[config.mk]
export PLATFORM = sky130hd
export DESIGN_NAME = qp_ctrl
export DESIGN_NICKNAME = d
export VERILOG_FILES = /design/src/rtl/qp_pkg.sv /design/src/rtl/qp_rst_sync.sv /design/src/rtl/qp_db_check.sv /design/src/rtl/qp_sq_fetch.sv /design/src/rtl/qp_cq_post.sv /design/src/rtl/qp_ctrl.sv
export SDC_FILE = /design/constraint.sdc
export NUM_CORES = 1
export LEC_CHECK = 0
export BUFFER_PORTS_ARGS = -buffer_cell sky130_fd_sc_hd__buf_4
export CAP_MARGIN = 20
export CORE_AREA = 2 2 472 474
export CTS_BUF_LIST = sky130_fd_sc_hd__clkbuf_4 sky130_fd_sc_hd__clkbuf_8
export DETAILED_ROUTE_END_ITERATION = 8
export DIE_AREA = 0 0 474 476
export PLACE_DENSITY = 0.3
export SLEW_MARGIN = 20
export SYNTH_ARGS = -nofsm -noshare
export SYNTH_HDL_FRONTEND = slang
export SYNTH_SLANG_ARGS = --single-unit
export TNS_END_PERCENT = 100
[constraint.sdc]
create_clock -name clk -period 1.8 [get_ports clk]
set_input_delay 0.36 -clock clk [delete_from_list [all_inputs] [get_ports clk]]
set_output_delay 0.36 -clock clk [all_outputs]
set_load 0.05 [all_outputs]
[src/rtl/qp_pkg.sv]
package qp_pkg;
  localparam int CID_LSB = 16;
  localparam int CID_W   = 16;
  localparam int STAT_W  = 15;
  localparam int CQE_W   = CID_W + STAT_W + 1;

  typedef enum logic [1:0] {F_IDLE, F_REQ, F_WAIT, F_DISP} fetch_st_e;
  typedef enum logic {P_IDLE, P_WR} post_st_e;
endpackage

[src/rtl/qp_rst_sync.sv]
module qp_rst_sync (
  input  logic clk,
  input  logic rst_n_in,
  output logic rst_n_out
);
  logic [1:0] sync_q;

  always_ff @(posedge clk or negedge rst_n_in) begin
    if (!rst_n_in) sync_q <= 2'b00;
    else           sync_q <= {sync_q[0], 1'b1};
  end

  assign rst_n_out = sync_q[1];
endmodule

[src/rtl/qp_db_check.sv]
module qp_db_check #(
  parameter int DEPTH = 16,
  parameter int DB_W  = 16,
  localparam int PTR_W = (DEPTH > 1) ? $clog2(DEPTH) : 1
) (
  input  logic             clk,
  input  logic             rst_n,
  input  logic             db_wr,
  input  logic [DB_W-1:0]  db_val,
  output logic [PTR_W-1:0] ptr,
  output logic             bad
);
  logic             in_range;
  logic             load;
  logic [PTR_W-1:0] ptr_q;

  assign in_range = ({1'b0, db_val} < (DB_W+1)'(DEPTH));
  assign load     = db_wr && in_range;
  assign bad      = db_wr && !in_range;

  always_ff @(posedge clk or negedge rst_n) begin
    if (!rst_n)    ptr_q <= '0;
    else if (load) ptr_q <= db_val[PTR_W-1:0];
  end

  assign ptr = ptr_q;

  AST_BAD_DB_KEEPS_PTR: assert property (@(posedge clk) disable iff (!rst_n)
    bad |=> $stable(ptr_q));
endmodule

[src/rtl/qp_sq_fetch.sv]
module qp_sq_fetch
  import qp_pkg::*;
#(
  parameter int DEPTH     = 16,
  parameter int ADDR_W    = 32,
  parameter int ENTRY_W   = 512,
  parameter int SQE_BYTES = 64,
  parameter logic [ADDR_W-1:0] SQ_BASE = '0,
  localparam int PTR_W = (DEPTH > 1) ? $clog2(DEPTH) : 1
) (
  input  logic               clk,
  input  logic               rst_n,
  input  logic [PTR_W-1:0]   tail,
  output logic               rd_req_valid,
  input  logic               rd_req_ready,
  output logic [ADDR_W-1:0]  rd_req_addr,
  input  logic               rd_rsp_valid,
  input  logic [ENTRY_W-1:0] rd_rsp_data,
  output logic               cmd_valid,
  input  logic               cmd_ready,
  output logic [ENTRY_W-1:0] cmd_data
);
  localparam int SQE_SHIFT = $clog2(SQE_BYTES);
  localparam logic [PTR_W-1:0] LAST = PTR_W'(DEPTH - 1);

  fetch_st_e        state_q, state_d;
  logic [PTR_W-1:0] head_q, head_d;
  logic             head_inc;
  logic             ent_ld;
  logic [ENTRY_W-1:0] ent_q;

  assign head_d = (head_q == LAST) ? '0 : head_q + 1'b1;

  always_comb begin
    state_d  = state_q;
    head_inc = 1'b0;
    ent_ld   = 1'b0;
    case (state_q)
      F_IDLE: if (head_q != tail) state_d = F_REQ;
      F_REQ:  if (rd_req_ready)   state_d = F_WAIT;
      F_WAIT: if (rd_rsp_valid) begin
        ent_ld  = 1'b1;
        state_d = F_DISP;
      end
      F_DISP: if (cmd_ready) begin
        head_inc = 1'b1;
        state_d  = F_IDLE;
      end
      default: state_d = F_IDLE;
    endcase
  end

  always_ff @(posedge clk or negedge rst_n) begin
    if (!rst_n) begin
      state_q <= F_IDLE;
      head_q  <= '0;
    end else begin
      state_q <= state_d;
      if (head_inc) head_q <= head_d;
    end
  end

  always_ff @(posedge clk) begin
    if (ent_ld) ent_q <= rd_rsp_data;
  end

  assign rd_req_valid = (state_q == F_REQ);
  assign rd_req_addr  = SQ_BASE + (ADDR_W'(head_q) << SQE_SHIFT);
  assign cmd_valid    = (state_q == F_DISP);
  assign cmd_data     = ent_q;

  AST_FETCH_ONLY_PENDING: assert property (@(posedge clk) disable iff (!rst_n)
    rd_req_valid |-> (head_q != tail));
  AST_RD_REQ_HELD: assert property (@(posedge clk) disable iff (!rst_n)
    (rd_req_valid && !rd_req_ready) |=> (rd_req_valid && $stable(rd_req_addr)));
  AST_ONE_READ_OUTSTANDING: assert property (@(posedge clk) disable iff (!rst_n)
    (rd_req_valid && rd_req_ready) |=> !rd_req_valid);
  AST_CMD_HELD: assert property (@(posedge clk) disable iff (!rst_n)
    (cmd_valid && !cmd_ready) |=> (cmd_valid && $stable(cmd_data)));
endmodule

[src/rtl/qp_cq_post.sv]
module qp_cq_post
  import qp_pkg::*;
#(
  parameter int DEPTH     = 16,
  parameter int ADDR_W    = 32,
  parameter int CQE_BYTES = 4,
  parameter logic [ADDR_W-1:0] CQ_BASE = '0,
  localparam int PTR_W = (DEPTH > 1) ? $clog2(DEPTH) : 1
) (
  input  logic              clk,
  input  logic              rst_n,
  input  logic [PTR_W-1:0]  host_head,
  input  logic              done_valid,
  output logic              done_ready,
  input  logic [CID_W-1:0]  done_cid,
  input  logic [STAT_W-1:0] done_status,
  output logic              wr_req_valid,
  input  logic              wr_req_ready,
  output logic [ADDR_W-1:0] wr_req_addr,
  output logic [CQE_W-1:0]  wr_req_data,
  output logic              irq
);
  localparam int CQE_SHIFT = $clog2(CQE_BYTES);
  localparam logic [PTR_W-1:0] LAST = PTR_W'(DEPTH - 1);

  post_st_e         st_q, st_d;
  logic [PTR_W-1:0] wp_q, wp_nxt;
  logic             phase_q, phase_d;
  logic             irq_q;
  logic             full;
  logic             accept;
  logic             wr_fire;
  logic [CQE_W-2:0] cqe_q;

  assign wp_nxt  = (wp_q == LAST) ? '0 : wp_q + 1'b1;
  assign full    = (wp_nxt == host_head);
  assign accept  = done_valid && done_ready;
  assign wr_fire = wr_req_valid && wr_req_ready;
  assign phase_d = (wp_q == LAST) ? ~phase_q : phase_q;

  always_comb begin
    st_d = st_q;
    case (st_q)
      P_IDLE:  if (accept)  st_d = P_WR;
      P_WR:    if (wr_fire) st_d = P_IDLE;
      default: st_d = P_IDLE;
    endcase
  end

  always_ff @(posedge clk or negedge rst_n) begin
    if (!rst_n) begin
      st_q    <= P_IDLE;
      wp_q    <= '0;
      phase_q <= 1'b1;
      irq_q   <= 1'b0;
    end else begin
      st_q  <= st_d;
      irq_q <= wr_fire;
      if (wr_fire) begin
        wp_q    <= wp_nxt;
        phase_q <= phase_d;
      end
    end
  end

  always_ff @(posedge clk) begin
    if (accept) cqe_q <= {done_cid, done_status};
  end

  assign done_ready   = (st_q == P_IDLE) && !full;
  assign wr_req_valid = (st_q == P_WR);
  assign wr_req_addr  = CQ_BASE + (ADDR_W'(wp_q) << CQE_SHIFT);
  assign wr_req_data  = {cqe_q, phase_q};
  assign irq          = irq_q;

  AST_IRQ_AFTER_WRITE: assert property (@(posedge clk) disable iff (!rst_n)
    irq |-> $past(wr_req_valid && wr_req_ready));
  AST_PHASE_FLIPS_ON_WRAP: assert property (@(posedge clk) disable iff (!rst_n)
    (wr_fire && (wp_q == LAST)) |=> (phase_q != $past(phase_q)));
  AST_PHASE_HOLDS_MIDRING: assert property (@(posedge clk) disable iff (!rst_n)
    (wr_fire && (wp_q != LAST)) |=> $stable(phase_q));
  AST_WR_REQ_HELD: assert property (@(posedge clk) disable iff (!rst_n)
    (wr_req_valid && !wr_req_ready) |=> (wr_req_valid && $stable(wr_req_data) && $stable(wr_req_addr)));
endmodule

[src/rtl/qp_ctrl.sv]
module qp_ctrl
  import qp_pkg::*;
#(
  parameter int DEPTH     = 16,
  parameter int DB_W      = 16,
  parameter int ADDR_W    = 32,
  parameter int ENTRY_W   = 512,
  parameter int SQE_BYTES = 64,
  parameter int CQE_BYTES = 4,
  parameter logic [ADDR_W-1:0] SQ_BASE = 32'h0001_0000,
  parameter logic [ADDR_W-1:0] CQ_BASE = 32'h0002_0000
) (
  input  logic               clk,
  input  logic               rst_n,
  input  logic               sq_db_wr,
  input  logic [DB_W-1:0]    sq_db_val,
  input  logic               cq_db_wr,
  input  logic [DB_W-1:0]    cq_db_val,
  output logic               rd_req_valid,
  input  logic               rd_req_ready,
  output logic [ADDR_W-1:0]  rd_req_addr,
  input  logic               rd_rsp_valid,
  input  logic [ENTRY_W-1:0] rd_rsp_data,
  output logic               cmd_valid,
  input  logic               cmd_ready,
  output logic [ENTRY_W-1:0] cmd_data,
  input  logic               done_valid,
  output logic               done_ready,
  input  logic [15:0]        done_cid,
  input  logic [14:0]        done_status,
  output logic               wr_req_valid,
  input  logic               wr_req_ready,
  output logic [ADDR_W-1:0]  wr_req_addr,
  output logic [31:0]        wr_req_data,
  output logic               irq,
  output logic               db_err
);
  localparam int PTR_W  = (DEPTH > 1) ? $clog2(DEPTH) : 1;
  localparam int N_DB   = 2;
  localparam int DB_SQ  = 0;
  localparam int DB_CQ  = 1;

  logic             rst_s;
  logic [N_DB-1:0]  db_wr_v;
  logic [DB_W-1:0]  db_val_v [N_DB];
  logic [PTR_W-1:0] db_ptr_v [N_DB];
  logic [N_DB-1:0]  db_bad_v;
  logic             err_q, err_d;

  qp_rst_sync u_rst (.clk(clk), .rst_n_in(rst_n), .rst_n_out(rst_s));

  assign db_wr_v[DB_SQ]  = sq_db_wr;
  assign db_wr_v[DB_CQ]  = cq_db_wr;
  assign db_val_v[DB_SQ] = sq_db_val;
  assign db_val_v[DB_CQ] = cq_db_val;

  for (genvar g = 0; g < N_DB; g++) begin : g_db
    qp_db_check #(.DEPTH(DEPTH), .DB_W(DB_W)) u_db (
      .clk   (clk),
      .rst_n (rst_s),
      .db_wr (db_wr_v[g]),
      .db_val(db_val_v[g]),
      .ptr   (db_ptr_v[g]),
      .bad   (db_bad_v[g])
    );
  end

  assign err_d = err_q | (|db_bad_v);

  always_ff @(posedge clk or negedge rst_s) begin
    if (!rst_s) err_q <= 1'b0;
    else        err_q <= err_d;
  end

  assign db_err = err_q;

  qp_sq_fetch #(
    .DEPTH(DEPTH), .ADDR_W(ADDR_W), .ENTRY_W(ENTRY_W),
    .SQE_BYTES(SQE_BYTES), .SQ_BASE(SQ_BASE)
  ) u_fetch (
    .clk         (clk),
    .rst_n       (rst_s),
    .tail        (db_ptr_v[DB_SQ]),
    .rd_req_valid(rd_req_valid),
    .rd_req_ready(rd_req_ready),
    .rd_req_addr (rd_req_addr),
    .rd_rsp_valid(rd_rsp_valid),
    .rd_rsp_data (rd_rsp_data),
    .cmd_valid   (cmd_valid),
    .cmd_ready   (cmd_ready),
    .cmd_data    (cmd_data)
  );

  qp_cq_post #(
    .DEPTH(DEPTH), .ADDR_W(ADDR_W), .CQE_BYTES(CQE_BYTES), .CQ_BASE(CQ_BASE)
  ) u_post (
    .clk         (clk),
    .rst_n       (rst_s),
    .host_head   (db_ptr_v[DB_CQ]),
    .done_valid  (done_valid),
    .done_ready  (done_ready),
    .done_cid    (done_cid),
    .done_status (done_status),
    .wr_req_valid(wr_req_valid),
    .wr_req_ready(wr_req_ready),
    .wr_req_addr (wr_req_addr),
    .wr_req_data (wr_req_data),
    .irq         (irq)
  );

  AST_BAD_DB_SETS_ERR: assert property (@(posedge clk) disable iff (!rst_s)
    (|db_bad_v) |=> db_err);
  AST_ERR_STICKY: assert property (@(posedge clk) disable iff (!rst_s)
    db_err |=> db_err);
endmodule

# --- Yosys cells after proc, flatten, opt, wreduce, memory -nomap -nowiden ---
# Index checks and enable logic that the tools add are counted.
# Widths: inputs -> output; s select.
totals:
  regBits: 567
  in_bits: 584
  output_inout_bits: 614
  word_cells: 60
classes:
  addsub: 4
  n_lt_le_gt_ge: 2
  eq_ne: 11
  n_mux: 14
  bitwise_logic: 3
  n_reduce_logical: 14
op_table:
  columns: ["cell", "n"]
  rows:
  - ["$lt 16x5->1 const B", 2]
  - ["$add 18x6->19 const A", 1]
  - ["$add 17x10->18 const A", 1]
  - ["$add 4x1->4 const B", 2]
  - ["$eq 4x4->1 const B", 2]
  - ["$mux 2", 4]
  - ["$mux 4", 2]
  - ["$pmux 2 s4", 1]
  - ["$logic_and 1x1->1", 7]
  - ["$mux 1", 6]
  - ["$ne 2x1->1 const B", 3]
  - ["$eq 2x2->1 const B", 2]
  - ["$eq 4x4->1", 1]
  - ["$ne 4x4->1", 1]
  - ["$reduce_and 4->1", 1]
  - ["$logic_not 1->1", 3]
  - ["$eq 2x1->1 const B", 1]
  - ["$logic_not 2->1", 1]
  - ["$ne 2x2->1 const B", 1]
  - ["$not 1->1", 2]
  - ["$pmux 1 s2", 1]
  - ["$reduce_and 2->1", 1]
  - ["$reduce_or 2->1", 1]
  - ["$or 1x1->1", 1]

# --- Depth between registers and ports, before layout ---
depth:
  ltp_word: 8
  depth_mapped: 5
  mapped_depth_nobuf: 5

# --- By module ---
# Synthesis repeated with hierarchy kept, for this count alone.
hier_totals:
  hier_cells: 720
  area_unflattened_um2: 18022.3
by_module_without_submodules:
  columns: ["module", "n_inst", "cells_each", "area_per_inst_um2", "seq_area_each_um2"]
  rows:
  - ["qp_sq_fetch", 1, 584, 16006.6, 15524.9]
  - ["qp_cq_post", 1, 103, 1570.3, 1107.3]
  - ["qp_db_check", 2, 14, 180.2, 100.1]
  - ["qp_rst_sync", 1, 3, 53.8, 50.0]
  - ["qp_ctrl", 1, 2, 31.3, 25.0]

# --- Least setup slack after synthesis ---
# Ideal clock, no wire load.
synth_timing:
  path_kind: "flip-flop to flip-flop"
  from: "reg u_fetch.state_q[0]"
  to: "reg u_fetch.ent_q[0], in the netlist u_fetch.cmd_data[0], enable pin"
  setup_ns: 0.941
  arrival_ns: 12.213
  t_required_ns: 0.859
  setup_slack_ns: -11.353
  path_stages_with_launch: 4
  n_path_buf: 0
  synth_period_minus_slack_ns: 13.153
  cell_sequence: "dfrtp_1 -> inv_1 -> ha_1 -> and2_1"
synth_between:
  elab_chain_len: 2
synth_rtl:
  columns: ["item", "line_no", "source"]
  rows:
  - ["start: declaration", "qp_sq_fetch.sv:26", "fetch_st_e state_q, state_d;"]
  - ["start signal: assignment", "qp_sq_fetch.sv:58", "state_q <= state_d;"]
  - ["$eq 2x2->1", "qp_sq_fetch.sv:38", "case (state_q)"]
  - ["$mux 1", "qp_sq_fetch.sv:38", null]
  - ["net u_fetch.ent_ld", "qp_sq_fetch.sv:29", "logic ent_ld;"]
  - ["end signal: assignment", "qp_sq_fetch.sv:64", "if (ent_ld) ent_q <= rd_rsp_data;"]
  - ["end: declaration", "qp_sq_fetch.sv:30", "logic [ENTRY_W-1:0] ent_q;"]
# The timed path passes the listed nets, and every way through them passes these cells.
# A chain may end at the register's enable or synchronous reset.

# --- Worst setup path in the final report ---
layout_timing:
  from: "reg u_post.wp_q[3]"
  to: "out done_ready"
layout_between:
  elab_chain_len: 5
  word_cells_on_any_way: 6
  classes_between: "add/sub: 1; eq/ne: 2; mux: 1; reduce/logical: 2"
layout_rtl:
  columns: ["item", "line_no", "source"]
  rows:
  - ["start: declaration", "qp_cq_post.sv:27", "logic [PTR_W-1:0] wp_q, wp_nxt;"]
  - ["start signal: assignment", "qp_cq_post.sv:60", "wp_q <= wp_nxt;"]
  - ["$add 4x1->4 / $eq 4x4->1 (equally long branches)", "qp_cq_post.sv:35", "assign wp_nxt = (wp_q == LAST) ? '0 : wp_q + 1'b1;"]
  - ["$mux 4 (*)", "qp_cq_post.sv:35", null]
  - ["$eq 4x4->1 (*)", "qp_cq_post.sv:36", "assign full = (wp_nxt == host_head);"]
  - ["$logic_not 1->1 (*)", "qp_cq_post.sv:70", "assign done_ready = (st_q == P_IDLE) && !full;"]
  - ["$logic_and 1x1->1 (*)", "qp_cq_post.sv:70", null]
  - ["end: declaration", "qp_ctrl.sv:28", "output logic done_ready,"]
# Every way passes the cells marked *; elsewhere a longest branch is shown, timed or not.

==> out/qor.txt <==
H-tree levels - 3
Drc violations - 0
Library cells used by synthesis - 33
Relative slew slack - 58.5%
Largest net degree at the start of global routing - 46
Met3 global-route usage - 4.96%
Router iterations before antenna repair - 4
Synth warn - 0
Setup Skew - 0.0687 ns
CP required - 1.44 ns
Layout area overhead - 138%
Failing checks - setup timing
Slowest cell delay on critical path - 0.43 ns
Share of layout cells above drive strength 1 - 54.3%
Final Hold Fails - 0
Setup CP Type - flip-flop to primary output
Ranking of synthesized cells by area - edfxtp_1 91%, dfrtp_1 3.2%, buf_4 2.4%, mux2_2 0.75%, ha_1 0.49%
Setup ws final - -0.839 ns
Num CTS Buffers - 115
Worst Path Arrival - 2.28 ns
Root Driver - clkbuf_8
GR Util met2 - 19.1%
Worst-Skew Late Latency - 0.87 ns
Total length of routed wires - 130,000 um
Cell-internal power - 34.0 mW
Synth top area share - 90.6%
Clk buf depth - 3
Delay-heaviest family, CP - flip-flops
CP Capture Type - primary output
Nets - 3,271
Row count - 173
HP Class - primary input to flip-flop
Worst Reg2Reg Path Length in Cells - 8
Worst-path maximum fanout - 5
Die span in x - 474 um
Fin. max-slew vios - 0
Comb pwr share - 40.1%
Sw Share - 38.5%
Synth area leader - edfxtp_1
Post-Syn Area - 18,000 um^2
HPWL after DPL - 106,000 um
Antenna violation net count after detailed routing - 0
Net switching power - 21.3 mW
Gr busiest metal - met2
Initial Util - 8.14%
# clock sinks - 567
Final Critical Period - 2.64 ns
VDD IR max - 0.713 mV
F_max - 379 MHz
# IOs - 1,198
Clock power frac - 25.6%
First-pass GRT wire length - 157,000 um
Final Wtd Congestion - 0.757
Core area - 221,000 um^2
Syn Inst Count - 711
Avg Cell Area, Syn - 25.3 um^2
Status - finished with violations
Post-synthesis sequential area ratio - 93.9%
Number of global-route vias before repair - 16,300
Hold depth - 2
CTS clk-pin slew, worst paths - 0.06 ns
Slew @ Worst Pin - 0.623 ns
Final setup violation count - 709
PwrDens - 1290 nW/um^2
Die ar. - 226,000 um^2
Tot Pwr - 55.3 mW
CP startpoint kind - flip-flop
Buffers added on ports - 1,141
Met1 usage - 11.4%
Sequential Power Share - 34.3%
DR vias - 15,000
Total track usage - 10.7%
Critical path depth - 5
Unrepaired setup endpoints after global routing - true
Pleak - 16.7 nW
Initial antenna violation count - 65
CP Cell Sequence - and2b_2, a311oi_4, xor2_2, a21oi_4, buf_8
Slowest CP cell - dfrtp_2
Buf/Inv on CP - 1
Max cap viols - 0
CTS tree - built
Fin crit share - 147%
Routed len/inst - 22.5 um
Starting DRT DRC Count - 481
Hold WS - 0.198 ns
Synthesis-stage register bit count - 567
Vias per std cell - 2.60
Die Y - 476 um
GR Overflow Total - 0
==> placed cells by master, fill, tap and decap left out, types with 2 or more instances in the layout <==
master,netlist,final
a21oi_4,0,2
buf_12,0,32
buf_16,0,21
buf_4,57,623
buf_6,0,577
buf_8,0,15
bufinv_16,0,6
clkbuf_16,0,18
clkbuf_4,0,34
clkbuf_8,0,115
clkinv_1,0,29
clkinv_2,0,11
clkinvlp_4,0,6
conb_1,2,57
dfrtp_1,23,14
dfrtp_2,0,9
diode_2,0,24
dlygate4sd3_1,0,568
edfxtp_1,543,543
ha_1,7,3
ha_4,0,4
inv_1,7,5
inv_12,0,5
inv_4,0,2
mux2_2,12,12
nand2_1,8,8
nand2b_1,2,2
nand3_1,5,5
nand4_1,3,3
nor2_1,2,2
nor4_1,6,6
o21ai_0,3,2
xnor2_1,9,9
xor2_2,0,2
==> cell type report <==
type,count,area [um^2]
inverters,7,31.3
diodes,24,60.1
clock buffers,149,1840
fillers,23900,178000
well taps,2975,3720
clock inverters,59,509
multi-input cells,135,971
repair buffers,1854,18800
flip-flops and latches,567,16900
==> power by group through the flow <==
stage                     combinational, mW  sequential [mW]  clock (mW)
after detailed placement               17.0             18.9           0
after global routing                   23.2             19.2        15.4
final                                  22.2             19.0        14.1
after CTS                              21.4             19.0        14.9
after floorplan                        2.18             26.0           0
after global placement                 17.0             18.9           0
==> state kept, by name, summed over array words and instances, names as in the netlist <==
name                 count
u_post.wp_q              4
u_post.irq               1
u_rst.sync_q             2
u_post.cqe_q            31
u_fetch.cmd_data       512
db_err                   1
u_post.wr_req_valid      1
u_fetch.state_q          2
u_post.phase_q           1
g_db.u_db.ptr            8
u_fetch.head_q           4
==> synthesized netlist by cell type (all sizes together) <==
master,number
a31oi,1
and2,1
buf,57
nand4,3
a21o,1
a311oi,2
nand3b,1
xnor2,9
nor4,6
a21oi,3
dfstp,1
mux2,13
nand2,8
and2b,1
o211ai,1
conb,2
nand2b,2
nand3,5
and4b,1
mux2i,1
a222oi,1
dfrtp,23
xor2,3
nor3,1
o31ai,1
inv,7
a221o,1
o21ai,3
ha,7
edfxtp,543
nor2,2
==> logic make-up after synthesis <==
family	synth area share, %
flip-flops	93.9
buffers and inverters	2.52
AO/OA/AOI/OAI	0.598
AND/OR/NAND/NOR	0.939
multiplexers	0.890
XOR/XNOR	0.584
adder cells (fa/ha/maj)	0.487
other	0.0417
==> per-layer routing <==
| metal | part of all wire (%) | vias up |
|---|---|---|
| li1 | - | 6735 |
| met1 | 37 | 7134 |
| met4 | 2.2 | 34 |
| met5 | 0.16 | - |
| met3 | 10 | 190 |
| met2 | 50 | 926 |
==> through the flow <==
stage / std cells / cell area [um^2] / util (%) / TNS (ns) / setup slack (ns)
after floorplan: 766 / 18300 / - / -1455.11 / -2.81
after global placement: 4887 / 30800 / 13.9 / -11.52 / -0.232
after detailed placement: 4887 / 30800 / 13.9 / -10.47 / -0.203
after CTS: 5706 / 41900 / 18.9 / -159.92 / -1.03
after global routing: 5764 / 42800 / 19.4 / -236.36 / -1.04
final: 5770 / 42800 / 19.4 / -119.13 / -0.839
==> final timing paths <==
path                                       start               endpoint  slack [ns]
worst max-delay path              u_post.wp_q[3]             done_ready       -0.84
worst min-delay path            rd_rsp_data[345]  u_fetch.cmd_data[345]        0.20
worst max register to register    u_post.wp_q[3]        u_post.cqe_q[9]       -0.34
worst min register to register   u_rst.sync_q[1]      u_fetch.head_q[1]        0.25
max in group asynchronous        u_rst.sync_q[1]         u_post.phase_q        0.93
min in group asynchronous        u_rst.sync_q[1]      u_fetch.head_q[1]        0.25
==> what timing repair did <==
action	in CTS	in global routing
endpoints found under the setup margin	871	1088
gates resized for setup	628	58
gates cloned	11	22
hold endpoints to repair	567	0
pin swaps	8	2
hold buffers	568	0
buffers inserted	35	23
No activity file was read; power rests on OpenSTA's default activity.
